--- src/rtl/spis_pkg.sv ---
package spis_pkg;

    typedef enum logic [1:0] {
        ST_IDLE,
        ST_ARMED,
        ST_SHIFT,
        ST_HOLD
    } spis_state_e;

endpackage

--- src/rtl/spis_sync.sv ---
module spis_sync #(
    parameter int unsigned       WIDTH   = 3,
    parameter int unsigned       STAGES  = 2,
    parameter logic [WIDTH-1:0]  RST_VAL = '0
) (
    input  logic             clk,
    input  logic             rst_n,
    input  logic [WIDTH-1:0] d_in,
    output logic [WIDTH-1:0] d_out
);

    logic [WIDTH-1:0] stage_q [STAGES];

    always_ff @(posedge clk or negedge rst_n) begin
        if (!rst_n) begin
            for (int i = 0; i < STAGES; i++) stage_q[i] <= RST_VAL;
        end else begin
            stage_q[0] <= d_in;
            for (int i = 1; i < STAGES; i++) stage_q[i] <= stage_q[i-1];
        end
    end

    assign d_out = stage_q[STAGES-1];

endmodule

--- src/rtl/spis_edges.sv ---
module spis_edges (
    input  logic clk,
    input  logic rst_n,
    input  logic cpol,
    input  logic cpha,
    input  logic sck_s,
    input  logic ss_s,
    output logic launch_evt,
    output logic sample_evt,
    output logic ss_fall
);

    logic sck_prev_q;
    logic ss_prev_q;
    logic rise, fall, lead, trail;

    always_ff @(posedge clk or negedge rst_n) begin
        if (!rst_n) begin
            sck_prev_q <= 1'b0;
            ss_prev_q  <= 1'b1;
        end else begin
            sck_prev_q <= sck_s;
            ss_prev_q  <= ss_s;
        end
    end

    always_comb begin
        rise       = sck_s & ~sck_prev_q;
        fall       = ~sck_s & sck_prev_q;
        // leading edge leaves the idle level set by cpol
        lead       = cpol ? fall : rise;
        trail      = cpol ? rise : fall;
        sample_evt = cpha ? trail : lead;
        launch_evt = cpha ? lead : trail;
        ss_fall    = ss_prev_q & ~ss_s;
    end

endmodule

--- src/rtl/spis_core.sv ---
module spis_core
    import spis_pkg::*;
#(
    parameter int unsigned DATA_W = 8
) (
    input  logic              clk,
    input  logic              rst_n,
    input  logic              cpha,
    input  logic              ss_s,
    input  logic              ss_fall,
    input  logic              mosi_s,
    input  logic              launch_evt,
    input  logic              sample_evt,
    input  logic [DATA_W-1:0] tx_data,
    output logic              miso_bit,
    output logic [DATA_W-1:0] rx_data,
    output logic              rx_valid
);

    localparam int unsigned CNT_W = $clog2(DATA_W + 1);
    localparam logic [CNT_W-1:0] LAST_CNT = CNT_W'(DATA_W - 1);

    spis_state_e       state_q, state_d;
    logic [CNT_W-1:0]  cnt_q;
    logic [DATA_W-1:0] tx_sr_q;
    logic [DATA_W-1:0] rx_sr_q;
    logic              load_now;
    logic              last_cap;

    always_comb begin
        last_cap = sample_evt && (cnt_q == LAST_CNT);
        load_now = 1'b0;
        state_d  = state_q;
        unique case (state_q)
            ST_IDLE: begin
                if (!ss_s && !cpha && ss_fall) begin
                    state_d  = ST_SHIFT;
                    load_now = 1'b1;
                end else if (!ss_s && cpha) begin
                    state_d  = ST_ARMED;
                end
            end
            ST_ARMED: begin
                if (ss_s) begin
                    state_d = ST_IDLE;
                end else if (launch_evt) begin
                    state_d  = ST_SHIFT;
                    load_now = 1'b1;
                end
            end
            ST_SHIFT: begin
                if (ss_s)          state_d = ST_IDLE;
                else if (last_cap) state_d = cpha ? ST_ARMED : ST_HOLD;
            end
            ST_HOLD: begin
                if (ss_s) state_d = ST_IDLE;
            end
        endcase
    end

    // state register
    always_ff @(posedge clk or negedge rst_n) begin
        if (!rst_n) state_q <= ST_IDLE;
        else        state_q <= state_d;
    end

    // datapath and outputs
    always_ff @(posedge clk or negedge rst_n) begin
        if (!rst_n) begin
            cnt_q    <= '0;
            tx_sr_q  <= '0;
            rx_sr_q  <= '0;
            rx_data  <= '0;
            rx_valid <= 1'b0;
        end else begin
            rx_valid <= 1'b0;
            if (load_now) begin
                tx_sr_q <= tx_data;
                cnt_q   <= '0;
            end else if (state_q == ST_SHIFT && !ss_s) begin
                if (sample_evt) begin
                    rx_sr_q <= {rx_sr_q[DATA_W-2:0], mosi_s};
                    if (last_cap) begin
                        rx_data  <= {rx_sr_q[DATA_W-2:0], mosi_s};
                        rx_valid <= 1'b1;
                        cnt_q    <= '0;
                    end else begin
                        cnt_q <= cnt_q + 1'b1;
                    end
                end
                if (launch_evt && cnt_q != '0) begin
                    tx_sr_q <= {tx_sr_q[DATA_W-2:0], 1'b0};
                end
            end else if (state_d != ST_SHIFT) begin
                cnt_q <= '0;
            end
        end
    end

    assign miso_bit = tx_sr_q[DATA_W-1];

endmodule

--- src/rtl/spis_byte_unit.sv ---
module spis_byte_unit #(
    parameter int unsigned DATA_W      = 8,
    parameter int unsigned SYNC_STAGES = 2
) (
    input  logic              clk,
    input  logic              rst_n,
    input  logic              cfg_cpol,
    input  logic              cfg_cpha,
    input  logic              spi_sck,
    input  logic              spi_mosi,
    input  logic              spi_ss_n,
    input  logic [DATA_W-1:0] tx_byte,
    output logic              spi_miso,
    output logic              spi_miso_oe,
    output logic [DATA_W-1:0] rx_byte,
    output logic              rx_valid
);

    logic [2:0] pins_raw, pins_sync;
    logic       sck_sync, mosi_sync, ss_sync;
    logic       launch_evt, sample_evt, ss_fall;
    logic       miso_bit;

    assign pins_raw = {spi_sck, spi_mosi, spi_ss_n};

    spis_sync #(
        .WIDTH   (3),
        .STAGES  (SYNC_STAGES),
        .RST_VAL (3'b001)
    ) sync_i (
        .clk   (clk),
        .rst_n (rst_n),
        .d_in  (pins_raw),
        .d_out (pins_sync)
    );

    assign {sck_sync, mosi_sync, ss_sync} = pins_sync;

    spis_edges edges_i (
        .clk        (clk),
        .rst_n      (rst_n),
        .cpol       (cfg_cpol),
        .cpha       (cfg_cpha),
        .sck_s      (sck_sync),
        .ss_s       (ss_sync),
        .launch_evt (launch_evt),
        .sample_evt (sample_evt),
        .ss_fall    (ss_fall)
    );

    spis_core #(
        .DATA_W (DATA_W)
    ) core_i (
        .clk        (clk),
        .rst_n      (rst_n),
        .cpha       (cfg_cpha),
        .ss_s       (ss_sync),
        .ss_fall    (ss_fall),
        .mosi_s     (mosi_sync),
        .launch_evt (launch_evt),
        .sample_evt (sample_evt),
        .tx_data    (tx_byte),
        .miso_bit   (miso_bit),
        .rx_data    (rx_byte),
        .rx_valid   (rx_valid)
    );

    assign spi_miso_oe = ~ss_sync;
    assign spi_miso    = spi_miso_oe & miso_bit;

endmodule

--- config.mk ---
export PLATFORM = sky130hd
export DESIGN_NAME = spis_byte_unit
export DESIGN_NICKNAME = d
export VERILOG_FILES = /design/src/rtl/spis_pkg.sv /design/src/rtl/spis_sync.sv /design/src/rtl/spis_edges.sv /design/src/rtl/spis_core.sv /design/src/rtl/spis_byte_unit.sv
export SDC_FILE = /design/constraint.sdc
export NUM_CORES = 1
export LEC_CHECK = 0
export BUFFER_PORTS_ARGS = -buffer_cell sky130_fd_sc_hd__buf_4
export CORE_ASPECT_RATIO = 1.25
export CORE_UTILIZATION = 50
export CTS_CLUSTER_DIAMETER = 200
export DETAILED_ROUTE_END_ITERATION = 16
export PLACE_DENSITY = 0.71
export SYNTH_ARGS = -nofsm -noshare
export SYNTH_HDL_FRONTEND = slang
export SYNTH_SLANG_ARGS = --single-unit
--- constraint.sdc ---
create_clock -name clk -period 2.5 [get_ports clk]
set_input_delay 0 -clock clk [delete_from_list [all_inputs] [get_ports clk]]
set_output_delay 0 -clock clk [all_outputs]
set_load 0.005 [all_outputs]
Word level (Yosys, flattened, before mapping)
Index checks and enable logic that the tools add are counted.
{"block": "totals", "regBits": 38, "latch_bits": 0, "ram_bits": 0, "mem_bits_ro": 0, "inputBits": 15, "output_inout_bits": 11, "word_cells": 71, "n_memories": 0}
{"block": "classes", "n_addsub": 1, "mul": 0, "div": 0, "order_cmp": 0, "eq_ne": 6, "shift": 0, "n_mux": 29, "bitwise": 8, "reduce_logical": 17}
{"cell": "8-bit two-way mux", "n": 3}
{"cell": "4-bit two-way mux", "n": 5}
{"cell": "2-bit two-way mux", "n": 8}
{"cell": "1-bit two-way mux", "n": 11}
{"cell": "2-bit one-hot mux with 4 select lines", "n": 1}
{"cell": "1-bit logical AND", "n": 6}
{"cell": "4-bit by 1-bit adder with 4-bit output, second input constant", "n": 1}
{"cell": "1-bit bitwise AND", "n": 4}
{"cell": "2-bit == test, second input constant", "n": 2}
{"cell": "4-bit by 3-bit == test with 1-bit output, second input constant", "n": 1}
{"cell": "1-bit inverter", "n": 4}
{"cell": "2-bit AND reduction", "n": 2}
{"cell": "4-bit AND reduction", "n": 1}
{"cell": "2-bit nonzero test", "n": 2}
{"cell": "4-bit nonzero test", "n": 1}
{"cell": "3-bit by 1-bit inequality test with 1-bit output, second input constant", "n": 1}
{"cell": "3-bit AND reduction", "n": 1}
{"cell": "3-bit nonzero test", "n": 1}
{"cell": "2-bit by 1-bit == test with 1-bit output, second input constant", "n": 1}
{"cell": "1-bit zero test", "n": 2}
{"cell": "2-bit zero test", "n": 1}
{"cell": "2-bit inequality test, second input constant", "n": 1}
{"cell": "1-bit one-hot mux with 2 select lines", "n": 1}

Depth between registers and ports, before layout
{"block": "logic_depth", "ltp_word": 12, "mapped_depth": 7, "depth_no_buf": 5}

By module
A second synthesis with hierarchy kept.
{"block": "hier_totals", "cells_unflattened": 139, "hier_area_um2": 1700.4}
{"mod": "spis_core", "n_inst": 1, "cells_per_inst": 120, "area_per_inst_um2": 1416.4, "seq_area_each_um2": 750.7}
{"mod": "spis_sync", "n_inst": 1, "cells_per_inst": 9, "area_per_inst_um2": 175.2, "seq_area_each_um2": 152.6}
{"mod": "spis_edges", "n_inst": 1, "cells_per_inst": 8, "area_per_inst_um2": 98.8, "seq_area_each_um2": 51.3}
{"mod": "spis_byte_unit", "n_inst": 1, "cells_per_inst": 2, "area_per_inst_um2": 10.0, "seq_area_each_um2": 0.0}

Worst setup path after synthesis
OpenSTA, ideal clock, no wires.
{"block": "synth_timing", "kind": "register to register", "startpoint": "register core_i.state_q[0]", "endpoint": "register core_i.tx_sr_q[1]", "setup_time_ps": 146, "t_arrival_ps": 1607, "path_slack_ps": 747, "stages_incl_launch_ff": 8, "path_buffers": 3, "path_cell_list": "dfrtp_1 buf_6 or3b_1 clkbuf_2 a21oi_2 and2_1 buf_4 o311ai_0"}
{"block": "synth_via", "elab_chain_len": 4, "elab_cells_between_ends": 9, "cone_classes": "2 x eq/ne; 2 x mux; 5 x reduce/logical"}
{"element": "start, declared", "line": "spis_core.sv:23", "rtl": "spis_state_e state_q, state_d;"}
{"element": "start signal, assigned", "line": "spis_core.sv:64", "rtl": "else state_q <= state_d;"}
{"element": "2-bit by 1-bit == test with 1-bit output (tied with other cells)", "line": "spis_core.sv:34", "rtl": "unique case (state_q)"}
{"element": "1-bit one-hot mux with 2 select lines / 1-bit logical AND (equally long branches)", "line": "spis_core.sv:34, spis_core.sv:80"}
{"element": "2-bit nonzero test (no source line)"}
{"element": "2-bit AND reduction (no source line)"}
{"element": "end signal, assigned", "line": "spis_core.sv:78", "rtl": "tx_sr_q <= tx_data;"}
{"element": "end signal, assigned", "line": "spis_core.sv:92", "rtl": "tx_sr_q <= {tx_sr_q[DATA_W-2:0], 1'b0};"}
{"element": "end, declared", "line": "spis_core.sv:25", "rtl": "logic [DATA_W-1:0] tx_sr_q;"}
Several ways; a longest one is shown, not always the timed one.
A chain may end at the register's enable or synchronous reset.

Worst setup path in the final report
Ends and elaborated chain as after synthesis.

==> metrics.md <==
| Metric | Value |
|---|---|
| Outcome | `finished clean` |
| Clock Tree Buf Depth | `2` |
| Total of fill cells in the finished design | `248` |
| Count of inserted antenna diode cells | `0` |
| FF-to-FF path depth | `4` |
| Floorplan die height | `67.5 µm` |
| Die boundary width | `54.4 µm` |
| Starting density of the core | `52.8%` |
| Count of cell types in the netlist | `37` |
| Via count of the routed design | `1,240` |
| Clk root buf | `sky130_fd_sc_hd__clkbuf_8` |
| Max IR drop VDD | `551 µV` |
| Final Wtd Congestion | `0.811` |
| Maximum cell stage delay along the critical path | `0.53 ns` |
| Number of CTS-inserted buffers | `5` |
| Clock-pin slew of the registers on the worst-case setup and hold paths | `0.08 ns` |
| Largest net degree at the start of global routing | `39` |
| Worst path required time | `2.64 ns` |
| Area of the multi-input gates | `681 µm²` |
| Total GRT Usage | `20.7%` |
| Area share of the largest cell type after synthesis | `51.0%` |
| Residual DRC | `0` |
| Yosys reg bits | `38` |
| IO Count | `26` |
| Number of H-tree levels | `2` |
| Launching element type of the critical path | `register` |
| Summed instance area of the synthesized netlist | `0.00172 mm²` |
| TNS Setup | `0 ns` |
| Critical Path Slowest Stage Cell | `sky130_fd_sc_hd__or3b_1` |
| Worst relative slew slack | `69.1%` |
| Final setup violation count | `0` |
| Instance count of the mapped netlist | `142` |
| Static Leak | `0.976 nW` |
| NumNets Final | `195` |
| Register area | `955 µm²` |
| Via count of the first global-routing pass | `1,156` |
| Top achievable clock speed | `503 MHz` |
| Worst Setup Path Type | `register to register` |
| Post-Route Hold Slack | `0.0125 ns` |
| Port bufs | `25` |
| Die ar. | `0.00367 mm²` |
| Postcts setup bufs | `0` |
| Cells resized by post-CTS repair | `0` |
| Clock skew after layout | `0.0115 ns` |
| Final Worst Setup Slack | `0.514 ns` |
| Floorplan Core Area | `0.00325 mm²` |
| Power density cells | `670 mW/mm²` |
| Critical-path maximum fanout | `9` |
| Number of vias per cell | `5.74` |
| Number of synthesis warnings | `0` |
| Remaining global-route overflow | `0` |
| Fraction of the yosys area taken by sequential cells | `55.6%` |
| Number of sinks on the clock net | `38` |
| Ratio of cells with drive above 1 in the final layout | `33.0%` |
| Kind of cell with the highest combined delay on the critical path | `simple AND/OR/NAND/NOR gates` |
| Critical path depth in cells | `4` |
| Detailed Route Iter0 Violations | `19` |
| Standard-cell rows | `23` |
| Class of the most critical hold timing path | `primary input to register` |
| Sum of buffers and inverters on the critical path | `0` |
| Final max-slew violation count | `0` |
| Worst-Margin Slew | `0.451 ns` |
| Hold Path Stages | `3` |
| Count of maximum capacitance violations | `0` |
| Average wire per cell in the routed design | `15.2 µm` |
| Hold violation count in the final report | `0` |
| Dpl ws | `0.534 ns` |
| Arrival time reported for the critical path endpoint | `2.12 ns` |
| Power after layout | `0.00142 W` |
| Hold_buf cts | `7` |
| Number of nets with antenna violations after routing | `0` |
| Synth-to-Final Area Change | `23.1%` |
| Minimum clock period | `1.99 ns` |
| Number of iterations in the first detailed-routing pass | `4` |
| Detailed Route WL | `3290 µm` |
| Initial antenna violation count | `0` |
| Critical path, cell by cell | `or3b_1, a21oi_2, and2_1, o311ai_0` |
| Post-Syn Nets | `159` |
| Core utilization of the finished layout | `65.0%` |
| Syn avg cell area | `12.1 µm²` |
| Wire length of the first global-routing pass | `5220 µm` |
| Worst Setup End Kind | `register` |
| Library cell occupying the most area in the post-synthesis netlist | `sky130_fd_sc_hd__dfrtp_1` |
| Unrepaired setup endpoints after global routing | `no` |
| Top area cells in the synthesized netlist | `sky130_fd_sc_hd__dfrtp_1 (51%), sky130_fd_sc_hd__mux2_2 (10%), sky130_fd_sc_hd__dfstp_2 (4.6%), sky130_fd_sc_hd__o211ai_1 (2.6%), sky130_fd_sc_hd__o311ai_0 (2.6%)` |
| Clock latency on the worst-skew pair | `0.29 ns` |
| DP HPWL | `2410 µm` |
| Period Utilization, post-route | `79.4%` |
| Clock tree from TritonCTS | `done` |
worst min-delay path: stages:
cell and delay, ns:
sky130_fd_sc_hd__buf_4 0.08, sky130_fd_sc_hd__o211ai_1 0.08, sky130_fd_sc_hd__o311ai_0 0.10
cells in the mapped netlist, drive strengths merged:
library cell and number:
a211oi 1, o211ai 6, nand3b 3, or4 1
and2 1, nor3b 2, o21ai 4, a21boi 1
inv 11, o311a 2, mux2 17, nand2b 2
a21oi 7, xnor2 1, mux2i 3, or3 2
ha 2, dfrtp 35, buf 4, nor2b 2
a311oi 2, clkbuf 2, and3b 2, nand2 4
or3b 1, nor2 4, o21a 1, o311ai 5
nor3 3, dfstp 3, nand3 8
layout make-up:
cell class | instances | area share, %
Clock inverter | 2 | 1.78
Timing Repair Buffer | 35 | 13.3
Sequential cell | 38 | 45.2
Multi-Input combinational cell | 87 | 32.2
Tap cell | 37 | 2.19
Clock buffer | 6 | 3.43
Inverter | 11 | 1.95
state kept, by name, summed over array words and instances (netlist names):
| name | cells |
|---|---|
| core_i.cnt_q | 4 |
| core_i.rx_sr_q | 7 |
| core_i.tx_sr_q | 8 |
| sync_i.d_out | 3 |
| core_i.rx_data | 8 |
| sync_i.stage_q | 3 |
| edges_i.ss_prev_q | 1 |
| core_i.state_q | 2 |
| core_i.rx_valid | 1 |
| edges_i.sck_prev_q | 1 |
cell usage in the layout, fill, tap and decap left out:
master	count
sky130_fd_sc_hd__o21ai_0	4
sky130_fd_sc_hd__dlygate4sd3_1	7
sky130_fd_sc_hd__or3b_1	1
sky130_fd_sc_hd__clkbuf_1	1
sky130_fd_sc_hd__mux2_2	16
sky130_fd_sc_hd__nand3_1	7
sky130_fd_sc_hd__a21oi_2	1
sky130_fd_sc_hd__mux2_4	1
sky130_fd_sc_hd__a311oi_1	2
sky130_fd_sc_hd__and3b_1	2
sky130_fd_sc_hd__o311a_1	2
sky130_fd_sc_hd__bufinv_16	1
sky130_fd_sc_hd__a21oi_1	6
sky130_fd_sc_hd__clkinvlp_4	1
sky130_fd_sc_hd__mux2i_1	3
sky130_fd_sc_hd__nand2_1	4
sky130_fd_sc_hd__o311ai_0	5
sky130_fd_sc_hd__nor2_1	4
sky130_fd_sc_hd__o211ai_1	6
sky130_fd_sc_hd__nor3_1	3
sky130_fd_sc_hd__clkbuf_8	5
sky130_fd_sc_hd__ha_1	2
sky130_fd_sc_hd__or3_1	2
sky130_fd_sc_hd__and2_1	1
sky130_fd_sc_hd__a21boi_0	1
sky130_fd_sc_hd__xnor2_2	1
sky130_fd_sc_hd__nand2b_1	2
sky130_fd_sc_hd__buf_4	28
sky130_fd_sc_hd__nor2b_1	2
sky130_fd_sc_hd__inv_1	11
sky130_fd_sc_hd__or4_1	1
sky130_fd_sc_hd__dfstp_2	3
sky130_fd_sc_hd__nand3_2	1
sky130_fd_sc_hd__nor3b_1	2
sky130_fd_sc_hd__o21a_2	1
sky130_fd_sc_hd__nand3b_1	3
sky130_fd_sc_hd__dfrtp_1	35
sky130_fd_sc_hd__a211oi_1	1
report_power, final:
part	total [W]	internal, W	switching (W)	leakage [nW]
Combinational	0.000175	0.0000965	0.0000789	0.436
Sequential	0.000728	0.000683	0.0000444	0.488
Clock	0.000513	0.000298	0.000216	0.0514
through the flow:
step                instances  instance area [µm²]
global placement          201                 1930
finish                    216                 2110
global route              216                 2110
detailed placement        201                 1930
CTS                       216                 2110
floorplan                 142                 1720
metal layers:
| layer | vias up | global-route usage [%] | wire length (µm) |
|---|---|---|---|
| li1 | 587 | - | - |
| met1 | 615 | 26.2 | 1420 |
| met2 | 31 | 32.3 | 1660 |
| met3 | 7 | 5.86 | 149 |
| met4 | 0 | 9.29 | 61 |
| met5 | - | 0 | 0 |
cells by family after synthesis:
| logic type | synth area share [%] |
|---|---|
| compound gates | 12.2 |
| xor+xnor | 0.948 |
| mux | 13.1 |
| buf+inv | 4.74 |
| flops | 55.6 |
| fa+ha+maj | 1.46 |
| simple gates | 12.0 |
worst paths after layout:
check | start | endpoint | slack [ns]
min in group asynchronous | rst_n | sync_i.d_out[1] | 0.19
max in group asynchronous | rst_n | sync_i.stage_q[3] | 1.96
worst max register to register | core_i.state_q[0] | core_i.tx_sr_q[1] | 0.51
worst min register to register | sync_i.stage_q[4] | sync_i.d_out[1] | 0.36
worst max-delay path | core_i.state_q[0] | core_i.tx_sr_q[1] | 0.51
worst min-delay path | tx_byte[3] | core_i.tx_sr_q[3] | 0.01
(Power assumes the default switching activity.)
